--- src/rtl/pcfg_pkg.sv ---
package pcfg_pkg;

    typedef enum logic [2:0] {
        ST_IDLE,
        ST_REQ,
        ST_WAIT_LO,
        ST_WAIT_HI,
        ST_XFER,
        ST_INIT,
        ST_USER
    } pcfg_state_e;

    typedef enum logic [1:0] {
        E_NONE        = 2'd0,
        E_STATUS_TMO  = 2'd1,
        E_STATUS_LOST = 2'd2,
        E_NO_FINISH   = 2'd3
    } pcfg_err_e;

endpackage

--- src/rtl/pcfg_sync.sv ---
module pcfg_sync #(
    parameter int           W      = 1,
    parameter int           STAGES = 2,
    parameter logic [W-1:0] RST    = '0
) (
    input  logic         clk,
    input  logic         rst_n,
    input  logic [W-1:0] d,
    output logic [W-1:0] q
);
    logic [STAGES-1:0][W-1:0] pipe_d, pipe_q;

    generate
        if (STAGES == 1) begin : g_one
            always_comb pipe_d = d;
        end else begin : g_many
            always_comb pipe_d = {pipe_q[STAGES-2:0], d};
        end
    endgenerate

    always_ff @(posedge clk or negedge rst_n) begin
        if (!rst_n) pipe_q <= {STAGES{RST}};
        else        pipe_q <= pipe_d;
    end

    assign q = pipe_q[STAGES-1];
endmodule

--- src/rtl/pcfg_tick.sv ---
module pcfg_tick #(
    parameter int DIV = 4
) (
    input  logic clk,
    input  logic rst_n,
    input  logic run,
    output logic tick
);
    localparam int CW = (DIV > 1) ? $clog2(DIV) : 1;

    logic [CW-1:0] cnt_d, cnt_q;

    always_comb begin
        tick  = run && (cnt_q == CW'(DIV - 1));
        cnt_d = cnt_q;
        if (!run || tick) cnt_d = '0;
        else              cnt_d = cnt_q + 1'b1;
    end

    always_ff @(posedge clk or negedge rst_n) begin
        if (!rst_n) cnt_q <= '0;
        else        cnt_q <= cnt_d;
    end
endmodule

--- src/rtl/pcfg_host.sv ---
module pcfg_host
    import pcfg_pkg::*;
#(
    parameter int BUS_W       = 16,
    parameter int DIV         = 4,
    parameter int SYNC_STAGES = 2,
    parameter int REQ_CYC     = 16,
    parameter int STATUS_TMO  = 1000,
    parameter int DONE_TMO    = 64,
    parameter bit USE_INIT    = 1'b1
) (
    input  logic             clk,
    input  logic             rst_n,
    input  logic             start,
    input  logic [BUS_W-1:0] s_data,
    input  logic             s_valid,
    input  logic             s_last,
    output logic             s_ready,
    output logic             cfg_req_n,
    output logic             dclk,
    output logic [BUS_W-1:0] cfg_data,
    input  logic             tgt_status_n,
    input  logic             tgt_done,
    input  logic             tgt_init_done,
    output logic             busy,
    output logic             user_mode,
    output logic             err,
    output logic [1:0]       err_code
);
    localparam int MAX_A = (REQ_CYC > STATUS_TMO) ? REQ_CYC : STATUS_TMO;
    localparam int MAX_B = (MAX_A > DONE_TMO) ? MAX_A : DONE_TMO;
    localparam int CNT_W = $clog2(MAX_B + 1);

    typedef struct packed {
        pcfg_state_e      st;
        logic [CNT_W-1:0] cnt;
        logic             dclk;
        logic             have;
        logic             last;
        logic             falls;
        logic [BUS_W-1:0] data;
        logic             user;
        logic             err;
        pcfg_err_e        code;
    } host_regs_t;

    host_regs_t r_q, r_d;

    logic [2:0] tgt_sync;
    logic       status_s, done_s, init_s;
    logic       run, tick;

    pcfg_sync #(
        .W      (3),
        .STAGES (SYNC_STAGES),
        .RST    (3'b001)
    ) u_sync (
        .clk   (clk),
        .rst_n (rst_n),
        .d     ({tgt_init_done, tgt_done, tgt_status_n}),
        .q     (tgt_sync)
    );

    assign status_s = tgt_sync[0];
    assign done_s   = tgt_sync[1];
    assign init_s   = tgt_sync[2];

    assign run = (r_q.st == ST_XFER) && (r_q.have || r_q.last || r_q.dclk || done_s);

    pcfg_tick #(.DIV(DIV)) u_tick (
        .clk   (clk),
        .rst_n (rst_n),
        .run   (run),
        .tick  (tick)
    );

    always_comb begin
        r_d     = r_q;
        s_ready = (r_q.st == ST_XFER) && !r_q.dclk && !r_q.have && !r_q.last && !done_s && status_s;

        case (r_q.st)
            ST_IDLE, ST_USER: begin
                if (start) begin
                    r_d.st   = ST_REQ;
                    r_d.cnt  = '0;
                    r_d.err  = 1'b0;
                    r_d.code = E_NONE;
                    r_d.user = 1'b0;
                end
            end

            ST_REQ: begin
                if (r_q.cnt == CNT_W'(REQ_CYC - 1)) begin
                    r_d.st  = ST_WAIT_LO;
                    r_d.cnt = '0;
                end else begin
                    r_d.cnt = r_q.cnt + 1'b1;
                end
            end

            ST_WAIT_LO, ST_WAIT_HI: begin
                if ((r_q.st == ST_WAIT_LO) && !status_s) begin
                    r_d.st  = ST_WAIT_HI;
                    r_d.cnt = '0;
                end else if ((r_q.st == ST_WAIT_HI) && status_s) begin
                    r_d.st    = ST_XFER;
                    r_d.cnt   = '0;
                    r_d.dclk  = 1'b0;
                    r_d.have  = 1'b0;
                    r_d.last  = 1'b0;
                    r_d.falls = 1'b0;
                end else if (r_q.cnt == CNT_W'(STATUS_TMO - 1)) begin
                    r_d.st   = ST_IDLE;
                    r_d.err  = 1'b1;
                    r_d.code = E_STATUS_TMO;
                end else begin
                    r_d.cnt = r_q.cnt + 1'b1;
                end
            end

            ST_XFER: begin
                if (!status_s) begin
                    r_d.st   = ST_IDLE;
                    r_d.dclk = 1'b0;
                    r_d.have = 1'b0;
                    r_d.err  = 1'b1;
                    r_d.code = E_STATUS_LOST;
                end else begin
                    if (s_valid && s_ready) begin
                        r_d.data = s_data;
                        r_d.have = 1'b1;
                        r_d.last = s_last;
                    end
                    if (tick) begin
                        if (!r_q.dclk) begin
                            if (r_q.have || done_s) begin
                                r_d.dclk = 1'b1;
                            end else if (r_q.cnt == CNT_W'(DONE_TMO)) begin
                                r_d.st   = ST_IDLE;
                                r_d.err  = 1'b1;
                                r_d.code = E_NO_FINISH;
                            end else begin
                                r_d.dclk = 1'b1;
                                r_d.cnt  = r_q.cnt + 1'b1;
                            end
                        end else begin
                            r_d.dclk = 1'b0;
                            r_d.have = 1'b0;
                            if (done_s) begin
                                if (r_q.falls) begin
                                    r_d.cnt  = '0;
                                    r_d.st   = USE_INIT ? ST_INIT : ST_USER;
                                    r_d.user = !USE_INIT;
                                end else begin
                                    r_d.falls = 1'b1;
                                end
                            end
                        end
                    end
                end
            end

            ST_INIT: begin
                if (init_s) begin
                    r_d.st   = ST_USER;
                    r_d.user = 1'b1;
                end else if (r_q.cnt == CNT_W'(STATUS_TMO - 1)) begin
                    r_d.st   = ST_IDLE;
                    r_d.err  = 1'b1;
                    r_d.code = E_NO_FINISH;
                end else begin
                    r_d.cnt = r_q.cnt + 1'b1;
                end
            end

            default: r_d.st = ST_IDLE;
        endcase
    end

    always_ff @(posedge clk or negedge rst_n) begin
        if (!rst_n) begin
            r_q       <= '0;
            r_q.st    <= ST_IDLE;
            r_q.code  <= E_NONE;
        end else begin
            r_q <= r_d;
        end
    end

    assign cfg_req_n = (r_q.st != ST_REQ);
    assign dclk      = r_q.dclk;
    assign cfg_data  = r_q.data;
    assign busy      = (r_q.st != ST_IDLE) && (r_q.st != ST_USER);
    assign user_mode = r_q.user;
    assign err       = r_q.err;
    assign err_code  = r_q.code;
endmodule

--- config.mk ---
export PLATFORM = sky130hd
export DESIGN_NAME = pcfg_host
export DESIGN_NICKNAME = d
export VERILOG_FILES = /design/src/rtl/pcfg_pkg.sv /design/src/rtl/pcfg_sync.sv /design/src/rtl/pcfg_tick.sv /design/src/rtl/pcfg_host.sv
export SDC_FILE = /design/constraint.sdc
export NUM_CORES = 1
export LEC_CHECK = 0
export BUFFER_PORTS_ARGS = -buffer_cell sky130_fd_sc_hd__buf_2
export CORE_MARGIN = 1.5
export CORE_UTILIZATION = 30
export DETAILED_ROUTE_END_ITERATION = 7
export PLACE_DENSITY = 0.45
export SETUP_SLACK_MARGIN = 0.3
export SYNTH_ARGS = -nofsm -noshare
export SYNTH_HDL_FRONTEND = slang
export SYNTH_SLANG_ARGS = --single-unit
--- constraint.sdc ---
create_clock -name clk -period 3.9 [get_ports clk]
set_clock_uncertainty 0.15 [all_clocks]
set_input_delay 0.585 -clock clk [delete_from_list [all_inputs] [get_ports clk]]
set_output_delay 0.585 -clock clk [all_outputs]
set_load 0.01 [all_outputs]
# Word-level counts from Yosys, hierarchy flattened
# Index checks and enable logic that the tools add are counted.
[totals]
latch_bits = 0
output_inout_bits = 24
word_cells = 143
input_bits = 24
reg_bits = 45
memories = 0
ramBits = 0
rom_bits = 0
[classes]
n_mux = 50
addsub = 2
n_eq_ne = 39
reduce_logical = 39
n_bitwise = 0
shifts = 0
multipliers = 0
div_mod_pow = 0
order_cmp = 0
[ops]
columns = ["cell", "count"]
rows = [
  ["$mux 13", 6],
  ["$pmux 10 s5", 1],
  ["$mux 3", 14],
  ["$mux 10", 4],
  ["$ne 3x3->1 const B", 8],
  ["$ne 2x2->1 const B", 11],
  ["$mux 19", 1],
  ["$mux 16", 1],
  ["$mux 4", 4],
  ["$mux 15", 1],
  ["$pmux 3 s5", 1],
  ["$mux 14", 1],
  ["$reduce_and 7->1", 2],
  ["$ne 4x4->1 const B", 3],
  ["$pmux 3 s4", 1],
  ["$logic_and 1x1->1", 11],
  ["$mux 11", 1],
  ["$reduce_and 11->1", 1],
  ["$add 10x1->10 const B", 1],
  ["$eq 10x10->1 const B", 1],
  ["$eq 10x4->1 const B", 1],
  ["$eq 10x7->1 const B", 1],
  ["$eq 3x3->1 const B", 3],
  ["$mux 1", 9],
  ["other kinds (24)", 42],
]

# Logic depth before layout (Yosys ltp)
# Gate-level depths: netlist (run 1).
[depth]
ltp_word = 12
depth_mapped = 9
ltp_nobuf = 7

# Cells and area by module
# From an unflattened synthesis (run 1), not the netlist that was laid out.
[hier_totals]
cells_unflattened = 257
hier_area_um2 = 2567.5
[modules_own_cells]
columns = ["mod", "area_each_um2", "instances", "cells_each", "seq_area_each_um2"]
rows = [
  ["pcfg_host", 2323.5, 1, 245, 925.9],
  ["pcfg_sync", 152.6, 1, 6, 152.6],
  ["pcfg_tick", 91.3, 1, 6, 50.0],
]

# Worst setup path after synthesis (run 1)
# OpenSTA, ideal clock, no wires.
[synth_path]
path_kind = "register -> register"
start = "register r_q[24] in the netlist's numbering"
end = "register r_q[33] in the netlist's numbering"
arrival_ns = 2.069
stages_incl_launch_ff = 8
setup_time_ns = 0.080
setup_slack_ns = 1.601
path_buffers = 0
path_cell_list = "dfrtp_1 inv_1 ha_1 nor4b_1 a311o_1 a211o_1 or4_4 o211ai_2"
[synth_via]
elab_chain_cells = 7
[synth_lines]
columns = ["item", "line", "source"]
rows = [
  ["start: declaration", "pcfg_host.sv:47", "host_regs_t r_q, r_d;"],
  ["start signal: assignment", "pcfg_host.sv:186", "r_q <= r_d;"],
  ["$add 10x1->10", "n/a", ""],
  ["$mux 11", "pcfg_host.sv:138", "end else if (r_q.cnt == CNT_W'(DONE_TMO)) begin"],
  ["$mux 13", "pcfg_host.sv:136", "if (r_q.have || done_s) begin"],
  ["$mux 14", "pcfg_host.sv:135", "if (!r_q.dclk) begin"],
  ["$mux 15", "pcfg_host.sv:134", "if (tick) begin"],
  ["$mux 10", "pcfg_host.sv:122", "if (!status_s) begin"],
  ["$pmux 10 s5", "pcfg_host.sv:81", "case (r_q.st)"],
]
# Several ways; a longest one is shown, not always the timed one. The select of a mux whose other input is x is not followed.
# A chain may end at the register's enable or synchronous reset.

# Worst setup path after layout (run 1)
[layout_path]
start = "register r_q[36] in the netlist's numbering"
end = "register r_q (netlist bit err_code[1])"
[layout_via]
elab_chain_cells = 5
[layout_lines]
columns = ["item", "line", "source"]
rows = [
  ["$eq 3x3->1", "pcfg_host.sv:68, pcfg_host.sv:81", ""],
  ["$logic_and 1x1->1", "pcfg_host.sv:68", "assign run = (r_q.st == ST_XFER) && (r_q.have || r_q.last || r_q.dclk || done_s);"],
  ["$logic_and 1x1->1", "pcfg_tick.sv:14", "tick = run && (cnt_q == CW'(DIV - 1));"],
  ["$ne 3x3->1 (no source line)", "n/a", ""],
  ["$reduce_and 11->1 (no source line)", "n/a", ""],
]
# Several ways; a longest one is shown, not always the timed one.

==> results_dict.tcl, run 1 <==
set metrics [dict create \
    status "finished clean" \
    numCtsBuffers 5 \
    max-slew-margin-rel_pct 30.7 \
    ys_top_cells_by_area "dfrtp_1, mux2_2, buf_4" \
    dieArea_um2 9510 \
    yosys.area.top_type_share_pct 40.1 \
    n_fill_cell 942 \
    synth.distinct_cells 63 \
    routed-via-count 2174 \
    syn_area_per_cell_um2 9.86 \
    postCtsResizedCells 0 \
    r2r_start "r_q[36]" \
    async_reset_ff_share_pct 100 \
    arrival_ps 2880 \
    dp.final_hpwl_um 4700 \
    synth-compound-area-share_pct 20.1 \
    max_stage_delay_ps 540 \
    tritoncts "done" \
    ios 48 \
    initial_core_util_pct 30.9 \
    yosys.area_share.simple_pct 17.9 \
    start_kind "flop" \
    ys.flop_type "dfrtp_1" \
    clk_pin_slew_ps 90 \
    crit_type "reg2reg" \
    wire_per_inst_um 16.1 \
    maxCapViolCount 0 \
    drive_above_1_share_pct 29.1 \
    min_period_ps 2830 \
    drtPass1Iterations 4 \
    min-delay-start "u_sync.pipe_d[5]" \
    layout_common_cells "buf_2, dfrtp_1, o21ai_0, mux2_2, nand2_1" \
    yosys.area_share.adder_pct 2.80 \
    antenna_cells 0 \
    power_leakage_nw 1.42 \
    finalHoldViolCount 0 \
    rsz0062_at_grt "no" \
    cp_cell_sequence "inv_1, ha_1, nor2_1, a22oi_1, o221ai_1, nor3_2, mux2_2" \
    clockBufferDepth 2 \
    grt_overflow 0 \
    syn_nets 302 \
    synth_mux_area_share_pct 8.68 \
    grt_usage_pct 14.1 \
    drc 0 \
    vias_per_cell 5.34 \
    cp.required_ps 3950 \
    worst_slew_pin_slew_ps 1040 \
    clock-sinks 45 \
    ys_ff_latch 45 \
    fmax_mhz 353 \
    ys_seq_area_share_pct 42.1 \
    setup_violations 0 \
    cts.htree.levels 2 \
    final_nets 328 \
    grt_max_degree 46 \
    drtIter0Drc 176 \
    clockRootBuffer "clkbuf_8" \
    final_common_cell "buf_2" \
    syn_area_um2 2680 \
    ant_nets 0 \
    coreArea_um2 8680 \
    final_core_util_pct 34.4 \
    maxSlewViolCount 0 \
    placed_cell_area_um2 2870 \
    synth_edf_count 0 \
    area_growth_syn_to_layout_pct 11.4 \
    row_count 34 \
    cp_slowest_cell "ha_1" \
    io_buffers 47 \
    synth_area_leader_cell "dfrtp_1" \
    period_share_pct 72.6 \
    die-height_um 97.5 \
    wl_um 6540 \
    instances_no_fill 407 \
    end_kind "flop" \
    worst_skew_pair.late_latency_ps 310 \
    cp_max_fo 15 \
    gp_congestion 0.803 \
    power_w 0.00197 \
    die_x_um 97.5 \
    power_density_nw_per_um2 658 \
    design_area_um2 2990 \
    hold_class "reg2reg" \
    cts_setup_buffers 0 \
    antenna_found_initial 0 \
    tns_ps 0 \
    synth_top_family_by_area "compound AO/OA/AOI/OAI gates" \
    dp.cells 399 \
    synth_cells 272 \
    ctsHoldBuffers 0 \
    ir_drop_mv 0.221 \
    startpoint "r_q[36]" \
    grt_pass1_vias 2192 \
    ys.warnings.count 0 \
    synth-xor-area-share_pct 0 \
    grt_pass1_wl_um 11100 \
]
[per-stage QoR]
stage                     hold slack, ps  setup WS (ps)
after detailed placement             190           1120
after CTS                            212           1090
after floorplan                      139           1600
after global routing                 207            849
final                                210           1070
after global placement               182           1140
[critical path, delay by kind of cell, from the launching register on]
kind / cells / cell delay (ps)
fa+ha+maj: 1 / 540
flops: 1 / 530
simple gates: 2 / 540
compound gates: 2 / 400
buf+inv: 1 / 190
mux: 1 / 380
[cell families (layout without fill, tap and decap cells)]
group / count (synthesis) / count (layout)
AND/OR/NAND/NOR: 84 / 84
AO/OA/AOI/OAI: 75 / 75
flip-flops: 45 / 45
buffers and inverters: 41 / 68
multiplexers: 21 / 21
adder cells (fa/ha/maj): 6 / 6
[worst paths after layout]
kind	endpoint	slack, ps	depth (start not counted)
worst max-delay path	err_code[1]	1070	7
worst min-delay path	u_sync.q[2]	210	0
worst max register to register	err_code[1]	1070	7
worst min register to register	u_sync.q[2]	210	0
max in group asynchronous	r_q[32]	2650	1
min in group asynchronous	r_q[31]	310	1
[registers in the layout, summed over array words and instances (netlist names)]
name and cells:
u_tick.cnt_q 2, u_sync.q 3, cfg_data 16, u_sync.pipe_d 3, r_q 16, dclk 1
err_code 2, user_mode 1, err 1
[where the power goes]
group / internal, W / total [W] / switching, W
Combinational: 0.000368 / 0.000897 / 0.000530
Sequential: 0.000587 / 0.000699 / 0.000112
Clock: 0.000192 / 0.000369 / 0.000176
Total: 0.00115 / 0.00197 / 0.000818
[Yosys cell counts, types with 2 or more instances]
cell and n:
o22ai_1 3, nor4_1 4, and2b_1 2, mux2i_1 3, nand2b_1 3, nand4_1 4
a21oi_1 12, a31oi_1 6, o21ai_0 19, or3b_1 2, dfstp_2 2, dfrtp_1 43
and4_1 2, a22oi_1 3, nor3_1 4, ha_1 6, and3_1 8, clkbuf_1 5
nand2_1 15, mux2_2 18, inv_1 13, buf_2 4, a21o_1 3, o211ai_2 2
nor2_1 13, o311ai_1 3, and2_1 3, a211oi_1 2, or4_4 2, nand3_1 7
buf_4 18, nor2b_1 6, o221ai_1 2
[final cells by class]
type / instances / area [um^2] / share of cell area [%]
inverters: 13 / 48.8 / 1.63
multi-input cells: 186 / 1330 / 44.4
clock buffers: 5 / 68.8 / 2.30
clock inverters: 3 / 43.8 / 1.47
flip-flops and latches: 45 / 1130 / 37.8
repair buffers: 47 / 235 / 7.88
well taps: 108 / 135 / 4.52
[metal layers]
| layer | track usage [%] | part of all wire, % |
|---|---|---|
| met5 | 0 | 0 |
| met4 | 4.40 | 1.8 |
| met2 | 21.3 | 43 |
| met3 | 3.02 | 5.0 |
| met1 | 20.3 | 50 |
Note: power is estimated with default switching activity, not from simulation.
==> inputs of run 2 (changes only) <==
--- a/config.mk
+++ b/config.mk
@@ -9,7 +9,7 @@
 export CORE_MARGIN = 1.5
 export CORE_UTILIZATION = 30
 export DETAILED_ROUTE_END_ITERATION = 7
-export PLACE_DENSITY = 0.45
+export PLACE_DENSITY = 0.47
 export SETUP_SLACK_MARGIN = 0.3
 export SYNTH_ARGS = -nofsm -noshare
 export SYNTH_HDL_FRONTEND = slang
==> constraint.sdc (replaced) <==
create_clock -name clk -period 2.3 [get_ports clk]
set_clock_uncertainty 0.15 [all_clocks]
set_input_delay 0.345 -clock clk [delete_from_list [all_inputs] [get_ports clk]]
set_output_delay 0.345 -clock clk [all_outputs]
set_load 0.01 [all_outputs]
==> run 2 against run 1 <==
Compared with the run above:
- critical path depth unchanged
- largest power group unchanged
- fmax rose by 26%
- final cell count rose by 16%
- critical path type unchanged
- non-clock buffer count grew 66
- flip-flop and latch count is the same
- sequential power up 66%
- first-iteration DRC count down 8.0%
- final area rose by 34%
- wire length is 16% higher
- clock power rose by 67%
- total power grew 140%
- count of clock-buffer cells in the layout stayed put
==> results_dict.tcl, run 2 (same netlist as run 1, synthesis figures left out) <==
set metrics [dict create \
    antenna_found_initial 0 \
    power_leakage_nw 1.84 \
    max-slew-margin-rel_pct 68.8 \
    drtPass1Iterations 4 \
    maxCapViolCount 0 \
    ant_nets 0 \
    tritoncts "done" \
    finalHoldViolCount 0 \
    crit_type "reg2reg" \
    antenna_cells 0 \
    cp_max_fo 4 \
    worst_slew_pin_slew_ps 468 \
    r2r_slack_ps 50 \
    power_density_nw_per_um2 1160 \
    multiInputGateArea_um2 1740 \
    period_share_pct 97.9 \
    area_growth_syn_to_layout_pct 48.8 \
    start_kind "flop" \
    worst_skew_pair.late_latency_ps 300 \
    cts.htree.levels 2 \
    seqCellArea_um2 1130 \
    clk_pin_slew_ps 90 \
    critical_path_depth 7 \
    die_x_um 97.5 \
    crit_family "compound AO/OA/AOI/OAI gates" \
    hold_class "in2reg" \
    r2r_cells 7 \
    routed-via-count 2481 \
    ir_drop_mv 0.420 \
    status "finished clean" \
    grt_overflow 0 \
    ios 48 \
    clock-sinks 45 \
    dp.final_hpwl_um 5160 \
    fmax_mhz 444 \
    cp_cell_sequence "inv_2, ha_4, nor4b_4, a311o_1, a211o_1, or4_4, o211ai_2" \
    initial_core_util_pct 30.9 \
    grt_max_degree 29 \
    post-place-ws_ps -8.67 \
    grt_pass1_vias 2360 \
    maxSlewViolCount 0 \
    min_path_cells 2 \
    final_common_cell "buf_4" \
    wl_um 7570 \
    layout_common_cells "buf_4, buf_2, dfrtp_1, mux2_2, nand2_1" \
    tns_ps 0 \
    numCtsBuffers 5 \
    rsz0062_at_grt "yes" \
    grt_pass1_wl_um 12000 \
    end_kind "flop" \
    setup_violations 0 \
    gp_congestion 0.860 \
    clockBufferDepth 2 \
    clockRootBuffer "clkbuf_8" \
    drc 0 \
    drive_above_1_share_pct 56.2 \
    wire_per_inst_um 16.0 \
    n_fill_cell 849 \
    cp.required_ps 2380 \
    row_count 34 \
    rr_endpoint "r_q[33]" \
    final_nets 394 \
    r2r_start "r_q[24]" \
    min_period_ps 2250 \
    die-height_um 97.5 \
    grt_usage_pct 15.5 \
    arrival_ps 2340 \
    dieArea_um2 9510 \
    design_area_um2 3990 \
    holdPathEnd "cfg_data[9]" \
    coreArea_um2 8680 \
    fin_ws_ps 49.2 \
    min-delay-start "s_data[9]" \
    max_stage_delay_ps 440 \
    cp_slowest_cell "dfrtp_2" \
    placed_cell_area_um2 3200 \
    fin_hold_ws_ps 117 \
    vias_per_cell 5.25 \
    path_buf_inv 1 \
    final_core_util_pct 46.0 \
    io_buffers 47 \
    drtIter0Drc 162 \
]
[run 2: changes by cell type in the layout (fill, tap and decap cells not counted), moves of 5 or more]
cell and change:
buf_6 +11, o21ai_2 +6, buf_4 +51, o21ai_0 -12, dfrtp_2 +5, o21ai_1 +6, dfrtp_1 -5
[run 2: worst max-delay path by stage]
stage / start / endpoint / slack (ps)
2_1_floorplan: r_q[25] / r_q[33] / 140
3_3_place_gp: r_q[36] / r_q[28] / -20
3_5_place_dp: r_q[36] / r_q[28] / -9
4_1_cts: r_q[24] / r_q[33] / 60
5_1_grt: r_q[25] / r_q[33] / 10
6_report: r_q[24] / r_q[33] / 50
[run 2: routing by layer]
| layer | up-vias | wire (um) | part of all wire (%) | GRT usage [%] |
|---|---|---|---|---|
| li1 | 1181 | - | - | - |
| met1 | 1200 | 3420 | 45 | 21.7 |
| met2 | 91 | 3580 | 47 | 24.1 |
| met3 | 9 | 473 | 6.2 | 2.95 |
| met4 | 0 | 89 | 1.2 | 4.51 |
| met5 | - | 0 | 0 | 0 |
[run 2: what timing repair did]
item | in CTS | in global routing
pin swaps | 11 | 14
endpoints found under the setup margin | 20 | 21
hold buffers | 4 | 0
setup buffers | 20 | 12
gates resized for setup | 35 | 58
endpoints found under the hold margin | 18 | 0
[run 2: report_power, final]
| part | switching [W] | internal, W | total (W) |
|---|---|---|---|
| Combinational | 0.00140 | 0.00145 | 0.00285 |
| Clock | 0.000292 | 0.000326 | 0.000617 |
| Sequential | 0.000162 | 0.00100 | 0.00116 |
| Total | 0.00186 | 0.00278 | 0.00464 |
[run 2: through the flow]
| step | total power [W] | instances |
|---|---|---|
| after CTS | 0.00413 | 461 |
| after detailed placement | 0.00312 | 429 |
| after global routing | 0.00491 | 473 |
| after floorplan | 0.00255 | 272 |
| final | 0.00464 | 473 |
| after global placement | 0.00314 | 429 |
[run 2: layout make-up]
type	instances	area share, %
Clock buffer	5	1.73
Clock inverter	3	1.16
Inverter	13	1.35
Multi-Input combinational cell	186	43.6
Sequential cell	45	28.5
Tap cell	108	3.39
Timing Repair Buffer	113	20.4
==> inputs of run 3 (changes only) <==
--- a/config.mk
+++ b/config.mk
@@ -7,9 +7,9 @@
 export LEC_CHECK = 0
 export BUFFER_PORTS_ARGS = -buffer_cell sky130_fd_sc_hd__buf_2
 export CORE_MARGIN = 1.5
-export CORE_UTILIZATION = 30
+export CORE_UTILIZATION = 50
 export DETAILED_ROUTE_END_ITERATION = 7
-export PLACE_DENSITY = 0.47
+export PLACE_DENSITY = 0.73
 export SETUP_SLACK_MARGIN = 0.3
 export SYNTH_ARGS = -nofsm -noshare
 export SYNTH_HDL_FRONTEND = slang
==> run 3 against run 2 <==
Compared with the run above:
- utilization rose by 25 points
- highest routed layer unchanged
- register-to-register slack improved by 60 ps
- critical path type unchanged
- fmax rose by 2.9%
- via count fell by 0.93%
- wire length fell by 7.2%
==> results_dict.tcl, run 3 (same netlist as run 1, synthesis figures left out) <==
set metrics [dict create \
    status "finished clean" \
    row_count 26 \
    antenna_found_initial 0 \
    worst_skew_pair.late_latency_ps 310 \
    clockBufferDepth 2 \
    cts.htree.levels 2 \
    ios 48 \
    layout_common_cells "buf_2, buf_4, dfrtp_1, mux2_2, nand2_1" \
    drtIter0Drc 177 \
    wl_um 7020 \
    grt_pass1_vias 2468 \
    hold_class "in2reg" \
    end_kind "flop" \
    ant_nets 0 \
    post-place-ws_ps -15.2 \
    numCtsBuffers 5 \
    cp.required_ps 2360 \
    coreArea_um2 5140 \
    final_core_util_pct 71.1 \
    clock-sinks 45 \
    r2r_cells 5 \
    min_period_ps 2190 \
    setup_violations 0 \
    design_area_um2 3650 \
    io_buffers 47 \
    n_fill_cell 410 \
    initial_core_util_pct 52.2 \
    dieArea_um2 5810 \
    arrival_ps 2250 \
    final_nets 381 \
    tritoncts "done" \
    switchingPower_w 0.00171 \
    die_x_um 76.2 \
    fin_hold_ws_ps 110 \
    die-height_um 76.2 \
    antenna_cells 0 \
    final_common_cell "buf_2" \
    area_growth_syn_to_layout_pct 36.3 \
    vias_per_cell 5.82 \
    power_density_nw_per_um2 1170 \
    crit_type "reg2reg" \
    power_leakage_nw 1.75 \
    fin_ws_ps 112 \
    power_w 0.00429 \
    maxCapViolCount 0 \
    period_share_pct 95.1 \
    pwr-share-comb_pct 58.0 \
    worst_slew_pin_slew_ps 500 \
    drc 0 \
    placed_cell_area_um2 3130 \
    gp_congestion 0.978 \
    maxSlewViolCount 0 \
    grt_max_degree 26 \
    ir_drop_mv 0.884 \
    finalHoldViolCount 0 \
    rsz0062_at_grt "yes" \
    clockRootBuffer "clkbuf_8" \
    p_int_w 0.00258 \
    max-slew-margin-rel_pct 66.6 \
    wire_per_inst_um 16.6 \
    power_frac_seq_pct 27.2 \
    dp.final_hpwl_um 4780 \
    grt_usage_pct 24.3 \
    drive_above_1_share_pct 48.9 \
    clkPwrFrac_pct 14.8 \
    routed-via-count 2458 \
    cp_max_fo 7 \
    grt_pass1_wl_um 11400 \
    grt_overflow 0 \
    min_path_cells 2 \
    swShare_pct 39.8 \
    clk_pin_slew_ps 100 \
    drtPass1Iterations 4 \
    fmax_mhz 457 \
    start_kind "flop" \
]
[run 3: changes by cell type in the layout (fill, tap and decap cells not counted), sizes merged]
cell | before | now
buf | 109 | 96
clkinv | 1 | 0
clkinvlp | 1 | 0
inv | 13 | 15
[run 3: worst max-delay path, cell delays in order (launching register included)]
cell	delay [ps]
dfrtp_1	510
and4_1	300
nand4_1	280
a21oi_1	490
o221ai_1	200
a21oi_1	190
[run 3: final timing paths]
| kind | to | startpoint | slack (ps) |
|---|---|---|---|
| max | r_q[26] | r_q[30] | 110 |
| min | cfg_data[9] | s_data[9] | 110 |
| max reg2reg | r_q[26] | r_q[30] | 110 |
| min reg2reg | u_sync.q[2] | u_sync.pipe_d[5] | 210 |
| max in group asynchronous | u_sync.q[0] | rst_n | 1040 |
| min in group asynchronous | r_q[28] | rst_n | 370 |
[run 3: through the flow]
stage               setup TNS [ps]  std cells
finish                           0        422
global route                 -53.7        422
CTS                              0        416
detailed placement           -15.2        389
global placement                 0        389
floorplan                        0        272
[run 3: repair_timing]
item	CTS	global route
gates cloned	0	0
setup endpoints to repair	37	20
pin swaps	10	9
hold buffers	4	0
endpoints found under the hold margin	23	0
buffers inserted	15	6
resized for setup	31	22
[run 3: metal layers]
metal | wire length, um | vias up | GRT usage, %
met5 | 0 | - | 0
met4 | 157 | 0 | 9.81
met3 | 324 | 18 | 3.23
met2 | 3520 | 97 | 40.4
met1 | 3020 | 1186 | 32.2
li1 | - | 1157 | -
[run 3: area by class of cell]
class	instances	area, um^2	area share [%]
inverters	13	53.8	1.47
repair buffers	100	688	18.8
well taps	70	87.6	2.40
multi-input cells	186	1570	43.1
clock inverters	3	47.5	1.30
flip-flops and latches	45	1130	31.1
clock buffers	5	68.8	1.88
[run 3: power by group through the flow]
stage               logic (W)  registers [W]  clock network [W]
CTS                   0.00222        0.00116           0.000658
finish                0.00249        0.00117           0.000635
detailed placement    0.00184        0.00120                  0
global route          0.00267        0.00120           0.000682
floorplan             0.00142        0.00113                  0
global placement      0.00183        0.00119                  0
